$ cat src/rtl/decim_pkg.sv
package decim_pkg;

  // Strobes issued by the sequencer to the datapath each cycle.
  typedef struct packed {
    logic integEn;    // accept one input sample into the integrators
    logic cicDump;    // take the decimated comb output
    logic histShift;  // push the new intermediate sample into the FIR history
    logic macClear;   // zero the accumulator before a new tap pass
    logic macEn;      // accumulate the product for the current tap
    logic outLoad;    // round, saturate and register the result
  } decim_strobe_t;

  typedef enum logic [1:0] {
    FIR_IDLE,
    FIR_MAC,
    FIR_FLUSH
  } fir_state_t;

endpackage

$ cat src/rtl/decim_ctrl.sv
module decim_ctrl
  import decim_pkg::*;
#(
  parameter int CIC_R    = 32,
  parameter int FIR_R    = 2,
  parameter int FIR_TAPS = 16,
  localparam int PH_W    = $clog2(CIC_R),
  localparam int FR_W    = (FIR_R > 1) ? $clog2(FIR_R) : 1,
  localparam int TAP_W   = $clog2(FIR_TAPS)
) (
  input  logic             clk,
  input  logic             rstN,
  input  logic             inValid,
  output decim_strobe_t    strb,
  output logic [TAP_W-1:0] tapIdx,
  output logic             outValid
);

  logic [PH_W-1:0]  phaseCnt;
  logic [FR_W-1:0]  firPhase;
  logic             cicValidQ;
  fir_state_t       state;
  logic [TAP_W-1:0] tapQ;
  logic             outValidQ;

  logic dumpNow;
  logic firFire;
  logic lastTap;

  assign dumpNow = inValid && (phaseCnt == PH_W'(CIC_R - 1));
  assign firFire = cicValidQ && (firPhase == FR_W'(FIR_R - 1));
  assign lastTap = (tapQ == TAP_W'(FIR_TAPS - 1));

  // Input phase: the dump strobe fires on every CIC_R-th accepted sample.
  always_ff @(posedge clk or negedge rstN) begin
    if (!rstN) begin
      phaseCnt  <= '0;
      cicValidQ <= 1'b0;
    end else begin
      if (inValid) phaseCnt <= dumpNow ? '0 : phaseCnt + PH_W'(1);
      cicValidQ <= dumpNow;
    end
  end

  // Second-stage phase: a tap pass starts on every FIR_R-th intermediate sample.
  always_ff @(posedge clk or negedge rstN) begin
    if (!rstN) begin
      firPhase <= '0;
    end else if (cicValidQ) begin
      firPhase <= firFire ? '0 : firPhase + FR_W'(1);
    end
  end

  // Tap sequencer: clear, one multiply-accumulate per tap, then flush.
  always_ff @(posedge clk or negedge rstN) begin
    if (!rstN) begin
      state     <= FIR_IDLE;
      tapQ      <= '0;
      outValidQ <= 1'b0;
    end else begin
      outValidQ <= (state == FIR_FLUSH);
      case (state)
        FIR_IDLE: begin
          if (firFire) begin
            state <= FIR_MAC;
            tapQ  <= '0;
          end
        end
        FIR_MAC: begin
          tapQ <= tapQ + TAP_W'(1);
          if (lastTap) state <= FIR_FLUSH;
        end
        FIR_FLUSH: state <= FIR_IDLE;
        default:   state <= FIR_IDLE;
      endcase
    end
  end

  always_comb begin
    strb.integEn   = inValid;
    strb.cicDump   = dumpNow;
    strb.histShift = cicValidQ;
    strb.macClear  = firFire;
    strb.macEn     = (state == FIR_MAC);
    strb.outLoad   = (state == FIR_FLUSH);
  end

  assign tapIdx   = tapQ;
  assign outValid = outValidQ;

endmodule

$ cat src/rtl/decim_datapath.sv
module decim_datapath
  import decim_pkg::*;
#(
  parameter int IN_W      = 16,
  parameter int COEF_W    = 20,
  parameter int OUT_W     = 24,
  parameter int CIC_N     = 4,
  parameter int CIC_R     = 32,
  parameter int FIR_TAPS  = 16,
  parameter int OUT_SHIFT = 31,
  localparam int CIC_GROW = CIC_N * $clog2(CIC_R),
  localparam int CIC_W    = IN_W + CIC_GROW,
  localparam int TAP_W    = $clog2(FIR_TAPS),
  localparam int HALF     = (FIR_TAPS + 1) / 2,
  localparam int HIDX_W   = (HALF > 1) ? $clog2(HALF) : 1,
  localparam int PROD_W   = CIC_W + COEF_W,
  localparam int ACC_W    = PROD_W + TAP_W,
  localparam int RND_W    = ACC_W + 1
) (
  input  logic                     clk,
  input  logic                     rstN,
  input  decim_strobe_t            strb,
  input  logic [TAP_W-1:0]         tapIdx,
  input  logic signed [IN_W-1:0]   inData,
  input  logic                     coefWe,
  input  logic [TAP_W-1:0]         coefAddr,
  input  logic signed [COEF_W-1:0] coefData,
  output logic signed [OUT_W-1:0]  outData
);

  localparam logic signed [RND_W-1:0] RND_HALF = RND_W'(1) <<< (OUT_SHIFT - 1);
  localparam logic signed [RND_W-1:0] SAT_HI   = (RND_W'(1) <<< (OUT_W - 1)) - RND_W'(1);
  localparam logic signed [RND_W-1:0] SAT_LO   = -SAT_HI - RND_W'(1);

  // ---------------- integrator-comb stage ----------------
  logic signed [CIC_W-1:0] integQ     [CIC_N];
  logic signed [CIC_W-1:0] integChain [CIC_N+1];
  logic signed [CIC_W-1:0] combDly    [CIC_N];
  logic signed [CIC_W-1:0] combChain  [CIC_N+1];
  logic signed [CIC_W-1:0] cicOut;

  assign integChain[0] = {{CIC_GROW{inData[IN_W-1]}}, inData};

  for (genvar g = 0; g < CIC_N; g++) begin : g_integ
    // Unpipelined chain: each section sees this sample's sum from the one before.
    assign integChain[g+1] = integQ[g] + integChain[g];
    always_ff @(posedge clk or negedge rstN) begin
      if (!rstN)             integQ[g] <= '0;
      else if (strb.integEn) integQ[g] <= integChain[g+1];
    end
  end

  assign combChain[0] = integChain[CIC_N];

  for (genvar g = 0; g < CIC_N; g++) begin : g_comb
    // Differences at the reduced rate; wraparound cancels the integrator overflow.
    assign combChain[g+1] = combChain[g] - combDly[g];
    always_ff @(posedge clk or negedge rstN) begin
      if (!rstN)             combDly[g] <= '0;
      else if (strb.cicDump) combDly[g] <= combChain[g];
    end
  end

  always_ff @(posedge clk or negedge rstN) begin
    if (!rstN)             cicOut <= '0;
    else if (strb.cicDump) cicOut <= combChain[CIC_N];
  end

  // ---------------- FIR history and coefficients ----------------
  logic signed [CIC_W-1:0]  hist    [FIR_TAPS];
  logic signed [COEF_W-1:0] coefMem [HALF];

  always_ff @(posedge clk or negedge rstN) begin
    if (!rstN) begin
      for (int k = 0; k < FIR_TAPS; k++) hist[k] <= '0;
    end else if (strb.histShift) begin
      hist[0] <= cicOut;
      for (int k = 1; k < FIR_TAPS; k++) hist[k] <= hist[k-1];
    end
  end

  always_ff @(posedge clk or negedge rstN) begin
    if (!rstN) begin
      for (int k = 0; k < HALF; k++) coefMem[k] <= '0;
    end else if (coefWe && (coefAddr < TAP_W'(HALF))) begin
      coefMem[coefAddr[HIDX_W-1:0]] <= coefData;
    end
  end

  // ---------------- multiply-accumulate ----------------
  logic [HIDX_W-1:0]        mirIdx;
  logic signed [COEF_W-1:0] coefSel;
  logic signed [CIC_W-1:0]  histSel;
  logic signed [PROD_W-1:0] prod;
  logic signed [ACC_W-1:0]  accQ;

  // Taps past the centre reuse the slot of their mirror partner.
  assign mirIdx  = (tapIdx < TAP_W'(HALF)) ? tapIdx[HIDX_W-1:0]
                                           : HIDX_W'(TAP_W'(FIR_TAPS - 1) - tapIdx);
  assign coefSel = coefMem[mirIdx];
  assign histSel = hist[tapIdx];
  assign prod    = coefSel * histSel;

  always_ff @(posedge clk or negedge rstN) begin
    if (!rstN)              accQ <= '0;
    else if (strb.macClear) accQ <= '0;
    else if (strb.macEn)    accQ <= accQ + {{TAP_W{prod[PROD_W-1]}}, prod};
  end

  // ---------------- round and saturate ----------------
  logic signed [RND_W-1:0] accExt;
  logic signed [RND_W-1:0] roundSum;
  logic signed [RND_W-1:0] scaled;
  logic signed [OUT_W-1:0] satVal;

  assign accExt   = {accQ[ACC_W-1], accQ};
  assign roundSum = accExt + RND_HALF;
  assign scaled   = roundSum >>> OUT_SHIFT;

  always_comb begin
    if (scaled > SAT_HI)      satVal = SAT_HI[OUT_W-1:0];
    else if (scaled < SAT_LO) satVal = SAT_LO[OUT_W-1:0];
    else                      satVal = scaled[OUT_W-1:0];
  end

  always_ff @(posedge clk or negedge rstN) begin
    if (!rstN)             outData <= '0;
    else if (strb.outLoad) outData <= satVal;
  end

endmodule

$ cat src/rtl/cic_fir_decimator.sv
module cic_fir_decimator
  import decim_pkg::*;
#(
  parameter int IN_W      = 16,
  parameter int COEF_W    = 20,
  parameter int OUT_W     = 24,
  parameter int CIC_N     = 4,
  parameter int CIC_R     = 32,
  parameter int FIR_R     = 2,
  parameter int FIR_TAPS  = 16,
  parameter int OUT_SHIFT = 31
) (
  input  logic                         clk,
  input  logic                         rstN,
  input  logic                         inValid,
  input  logic [IN_W-1:0]              inData,
  input  logic                         coefWe,
  input  logic [$clog2(FIR_TAPS)-1:0]  coefAddr,
  input  logic [COEF_W-1:0]            coefData,
  output logic                         outValid,
  output logic [OUT_W-1:0]             outData
);

  localparam int TAP_W = $clog2(FIR_TAPS);

  decim_strobe_t    strb;
  logic [TAP_W-1:0] tapIdx;

  decim_ctrl #(
    .CIC_R    (CIC_R),
    .FIR_R    (FIR_R),
    .FIR_TAPS (FIR_TAPS)
  ) u_ctrl (
    .clk      (clk),
    .rstN     (rstN),
    .inValid  (inValid),
    .strb     (strb),
    .tapIdx   (tapIdx),
    .outValid (outValid)
  );

  decim_datapath #(
    .IN_W      (IN_W),
    .COEF_W    (COEF_W),
    .OUT_W     (OUT_W),
    .CIC_N     (CIC_N),
    .CIC_R     (CIC_R),
    .FIR_TAPS  (FIR_TAPS),
    .OUT_SHIFT (OUT_SHIFT)
  ) u_dp (
    .clk      (clk),
    .rstN     (rstN),
    .strb     (strb),
    .tapIdx   (tapIdx),
    .inData   (inData),
    .coefWe   (coefWe),
    .coefAddr (coefAddr),
    .coefData (coefData),
    .outData  (outData)
  );

endmodule

$ cat config.mk
export PLATFORM = sky130hd
export DESIGN_NAME = cic_fir_decimator
export DESIGN_NICKNAME = d
export VERILOG_FILES = /design/src/rtl/decim_pkg.sv /design/src/rtl/decim_ctrl.sv /design/src/rtl/decim_datapath.sv /design/src/rtl/cic_fir_decimator.sv
export SDC_FILE = /design/constraint.sdc
export NUM_CORES = 2
export LEC_CHECK = 0
export BUFFER_PORTS_ARGS = -buffer_cell sky130_fd_sc_hd__buf_2
export CORE_ASPECT_RATIO = 0.7
export CORE_MARGIN = 8
export CORE_UTILIZATION = 47
export DETAILED_ROUTE_END_ITERATION = 12
export PLACE_DENSITY_LB_ADDON = 0.05
export SLEW_MARGIN = 25
export SYNTH_ARGS = -nofsm -noshare
export SYNTH_HDL_FRONTEND = slang
export SYNTH_SLANG_ARGS = --single-unit
$ cat constraint.sdc
create_clock -name clk -period 14.3 [get_ports clk]
set_input_delay 3.575 -clock clk [delete_from_list [all_inputs] [get_ports clk]]
set_output_delay 3.575 -clock clk [all_outputs]
set_load 0.01 [all_outputs]
* Word level (Yosys, flattened, before mapping)
Cells that the tools add are included.
** Operators by class
- Add/subtract/negate cells :: 14
- $mul :: 1
- Divide/modulo/power cells :: 0
- Order comparisons :: 8
- Eq/ne operators :: 6
- Shift operators :: 0
- Mux-type cells :: 21
- Bitwise operators :: 3
- Reduce and logical (&&, ||, !) cells :: 9
** Operators with widths (count)
- 160-bit bitwise mux :: 1
- 36-bit binary-select mux with 4-bit select :: 1
- 36-bit subtractor :: 4
- 60-bit two-way mux :: 2
- 36-bit adder :: 3
- 36-bit two-way mux :: 2
- 60-bit by 32-bit adder with 61-bit output (second input constant) :: 1
- 60-bit adder :: 1
- 20-bit binary-select mux with 3-bit select :: 1
- 20-bit demux with 3-bit select :: 1
- 20-bit two-way mux :: 3
- 20-bit by 36-bit multiplier with 56-bit output :: 1
- 24-bit two-way mux :: 2
- 36-bit by 16-bit adder with 36-bit output :: 1
- 30-bit by 24-bit greater-than comparator with 1-bit output (second input constant) :: 1
- 30-bit by 24-bit less-than comparator with 1-bit output (second input constant) :: 1
- 4-bit >= comparator (second input constant) :: 2
- 4-bit less-than comparator (second input constant) :: 2
- 3-bit NOT with 4-bit output :: 2
- 4-bit case mux with 2 select lines :: 1
- 5-bit by 1-bit adder with 5-bit output (second input constant) :: 1
- 5-bit equality test (second input constant) :: 1
- 5-bit >= comparator (second input constant) :: 1
- 5-bit two-way mux :: 1
- other kinds (18) :: 25
** Storage, ports and cells
- Bits in registers :: 1158
- Latch bits :: 0
- Memory bits (writable) :: 0
- Memory bits (read-only) :: 0
- Bits of input ports :: 44
- Output and inout bits :: 25
- Memories kept :: 0

* Depth between registers and ports, before layout
- Depth in word-level cells :: 10
- Gate-level depth with buffers :: 71
- Depth with buffers taken out :: 71

* Cells and area by module
Synthesis repeated with hierarchy kept, for this count alone.
** Unflattened totals
- Cells, all modules :: 8225
- Area total of the unflattened synthesis :: 89415.8 sq um
** By module, submodules not included
- decim_datapath :: instances 1, cells each 8169, area each 88745.1 sq um
- decim_ctrl :: instances 1, cells each 56, area each 670.6 sq um

* Worst setup path before layout
No wires, ideal clock.
- Path kind :: input to register
- From :: input inData[0]
- To :: register u_dp.cicOut[35]
- Library setup time :: 0.129 ns
- Arrival time :: 15.350 ns
- Path slack :: -1.179 ns
- Stages :: 65
- Path through :: ha_1 inv_1 fa_1 nor2b_1 o21ai_0 a21boi_0 o21ai_0 a21boi_0 or2_2 a21oi_1 xnor2_1 ha_1 a21o_1 a21oi_2 nand2_1 xnor2_1 ha_1 nor2b_1 [29 not listed] and3_1 and4_1 and3_1 a211o_1 a41o_1 a41o_1 o21a_1 a21oi_1 xnor2_1 ha_1 or3_1 o21a_1 a31o_2 a21oi_1 xnor2_1 xnor2_1 xnor2_1 o21ai_1
** RTL lines
- start, declared :: RTL line cic_fir_decimator.sv:16 : input logic [IN_W-1:0] inData,
- end signal, assigned :: RTL line decim_datapath.sv:66 : else if (strb.cicDump) cicOut <= combChain[CIC_N];
- end, declared :: RTL line decim_datapath.sv:40 : logic signed [CIC_W-1:0] cicOut;

==> results.cfg <==
[critical_path]
cp_max_fo = 4
worst_ep_arrival_time_ns = 15.34
path_buf_inv = 13
cp_slowest_cell = or3_4
start_kind = input pin
end_kind = register
slowest_delay_ns = 0.38
critPathTopFamily = compound AO/OA/AOI/OAI gates
critPathMostFrequentCell = buf_4
critical_path_required_ns = 14.95
criticalPathCategory = input pin to register

[timing]
slew_headroom_pct = 25.76
post-route-period-util_pct = 102.7
setup_ws_ns = -0.3896
worst_hold_slack_ns = 0.4776
rsz0062_at_grt = yes
fin_crit_ns = 14.69
drv_slew = 0
clock.fmax_mhz = 68.08
finClkSkew_ns = 0.04729
worst_pin_slew_ns = 1.111
finalSetupViolCount = 6
finalHoldViolations = 0

[drt]
vias = 65617
antenna_left = 0
routed_via_density = 5.482
routed_wl_um = 240100
drt_iter0_drc = 4476
drt-pass1-iter-count = 6
routedWlPerCell_um = 20.06
route.detailed.drc = 0

[final_layout]
stdcell_area_um2 = 106100
layout-area-overhead-vs-synth_pct = 18.42
mostFrequentLayoutCell = dfrtp_1
drive_gt1_share_pct = 28.98
final_cell_mix = dfrtp_1, mux2_2, inv_1, buf_4, nand2_1
multi_input_area_um2 = 58080
fill_cells = 16585
regArea_um2 = 28990
nets = 10604

[yosys]
postSynthNetCount = 9790
yosysSeqAreaShare_pct = 32.34
async_flop_share_pct = 100.0
ys_types = 99
avgSynthCellArea_um2 = 10.49
synthCells = 8544
yosysWarnings = 0
synthFlopType = dfrtp_1
ys_seq_elements = 1158
synth_edf_count = 0
netlist_area_um2 = 89600

[placement]
place_area_um2 = 98900
place_congestion = 0.8740
hpwl_um = 177500
port-buffer-count = 68

[grt]
antenna_found_initial = 10
grt_max_degree = 186
track_usage_pct = 23.30
grt_pass1_wl_um = 384700
grt-ovfl-total = 0
grt_pass1_vias = 67506

[hold_path]
min_path_type = register to register

[flow_run]
drv_cap = 0

[clock_tree]
clkTransAtPathRegs_ns = 0.07
clk_latency_ns = 0.80
clk_path_buf_depth = 4
clk_root_buffer_cell = clkbuf_16
hold_buffers = 0
cts_tree = built
clock_sinks = 1158
h-tree-depth = 4
cts_buffers = 138

[die]
core.rowCount = 134
die_height_um = 381.3
initial_core_util_pct = 47.17
io_pins = 69
die_area_um2 = 205100
core_area_um2 = 190000
die_w_um = 537.9

[status]
status = complete, but fails checks
violations = negative setup slack
## logic make-up (layout without fill, tap and decap cells)
kind of cell / count (synthesis) / in the layout / synth area share, %
buf+inv: 1280 / 2188 / 5.382
xor+xnor: 369 / 369 / 3.670
other cells: 0 / 2 / 0
simple gates: 1718 / 1718 / 8.485
mux: 1182 / 1182 / 16.09
fa+ha+maj: 1202 / 1202 / 22.79
compound gates: 1635 / 1635 / 11.24
flops: 1158 / 1158 / 32.34
## path summary, 6_finish.rpt
path                                               from                      endpoint  slack (ns)  cells past startpoint
max                                           inData[2]   u_dp.cicOut[35]$_DFFE_PN0P_       -0.39                     69
min                         u_dp.cicOut[12]$_DFFE_PN0P_   u_dp.cicOut[12]$_DFFE_PN0P_        0.48                      2
max reg2reg                u_ctrl.tapIdx[1]$_DFFE_PN0P_     u_dp.accQ[59]$_DFFE_PN0P_        1.19                     43
min reg2reg                 u_dp.cicOut[12]$_DFFE_PN0P_   u_dp.cicOut[12]$_DFFE_PN0P_        0.48                      2
max in group asynchronous                          rstN  u_dp.coefMem[44]$_DFFE_PN0P_        9.23                      3
min in group asynchronous                          rstN    u_dp.hist[507]$_DFFE_PN0P_        2.78                      1
## stage by stage
stage | utilization [%] | worst slack [ns] | instances | setup TNS [ns]
2_1_floorplan | - | -0.2077 | 8544 | -0.2077
3_3_place_gp | 52.05 | -1.353 | 11647 | -12.60
3_5_place_dp | 52.06 | -1.612 | 11648 | -15.78
4_1_cts | 54.92 | -0.3851 | 11923 | -0.8361
5_1_grt | 55.86 | -0.9306 | 11968 | -5.343
6_report | 55.86 | -0.3896 | 11970 | -0.8807
## registers in the layout, indices dropped and copies added, names as in the netlist, 5 cells and up
| name | count |
|---|---|
| u_dp.coefMem | 160 |
| u_dp.integQ | 144 |
| u_dp.outData | 24 |
| u_dp.combDly | 144 |
| u_dp.cicOut | 36 |
| u_dp.hist | 576 |
| u_dp.accQ | 60 |
| u_ctrl.phaseCnt | 5 |
## worst register-to-register path: cells and delay by family, from the launching register on
kind | cells | cell delay, ns
AO/OA/AOI/OAI | 21 | 5.08
flip-flops | 1 | 0.76
buffers and inverters | 3 | 0.21
XOR/XNOR | 1 | 0.09
AND/OR/NAND/NOR | 9 | 2.80
adder cells (fa/ha/maj) | 9 | 4.04
## metal layers
metal,share of wire [%],global-route usage [%]
met5,0.0054,0
met4,1.7,4.046
met3,5.9,3.832
met2,43,34.24
met1,50,36.51
## area by class of cell
class,instances,share of cell area [%]
Timing Repair Buffer,1020,7.396
Clock buffer,187,3.744
Tap cell,2516,2.967
Clock inverter,47,0.5177
Inverter,934,3.309
Sequential cell,1158,27.32
Antenna cell,2,0.004717
Multi-Input combinational cell,6106,54.74
## synth_stat cells (all sizes together) (8+ instances only)
master	count	area share (%)
a211o	8	0.080
a211oi	41	0.37
a21boi	22	0.18
a21o	179	1.5
a21oi	550	3.1
a221oi	47	0.47
a22oi	37	0.32
a31o	8	0.078
a31oi	33	0.23
and2	37	0.26
and3	46	0.33
and4	11	0.11
buf	53	0.24
clkbuf	293	1.2
dfrtp	1158	32
fa	717	16
ha	485	6.8
inv	933	3.9
mux2	946	12
mux2i	124	1.4
mux4	112	2.8
nand2	912	3.8
nand2b	60	0.42
nand3	72	0.41
nand3b	18	0.15
nand4	27	0.19
nor2	328	1.4
nor2b	47	0.33
nor3	47	0.27
nor3b	8	0.067
nor4	11	0.077
o2111ai	8	0.078
o211ai	13	0.11
o21a	57	0.48
o21ai	469	2.6
o21bai	53	0.44
o31a	11	0.11
o31ai	15	0.14
or2	57	0.40
or3	26	0.18
xnor2	249	2.5
xor2	118	1.2
## repair_timing
item / CTS / global route
gates resized for setup: 112 / 270
pin swaps: 94 / 179
buffers inserted: 41 / 45
hold endpoints to repair: 0 / 0
endpoints found under the setup margin: 9 / 17
Power is left out: the tool's default activity adds up to more than one toggle a clock period on the data nets, which glitch-free logic cannot reach.
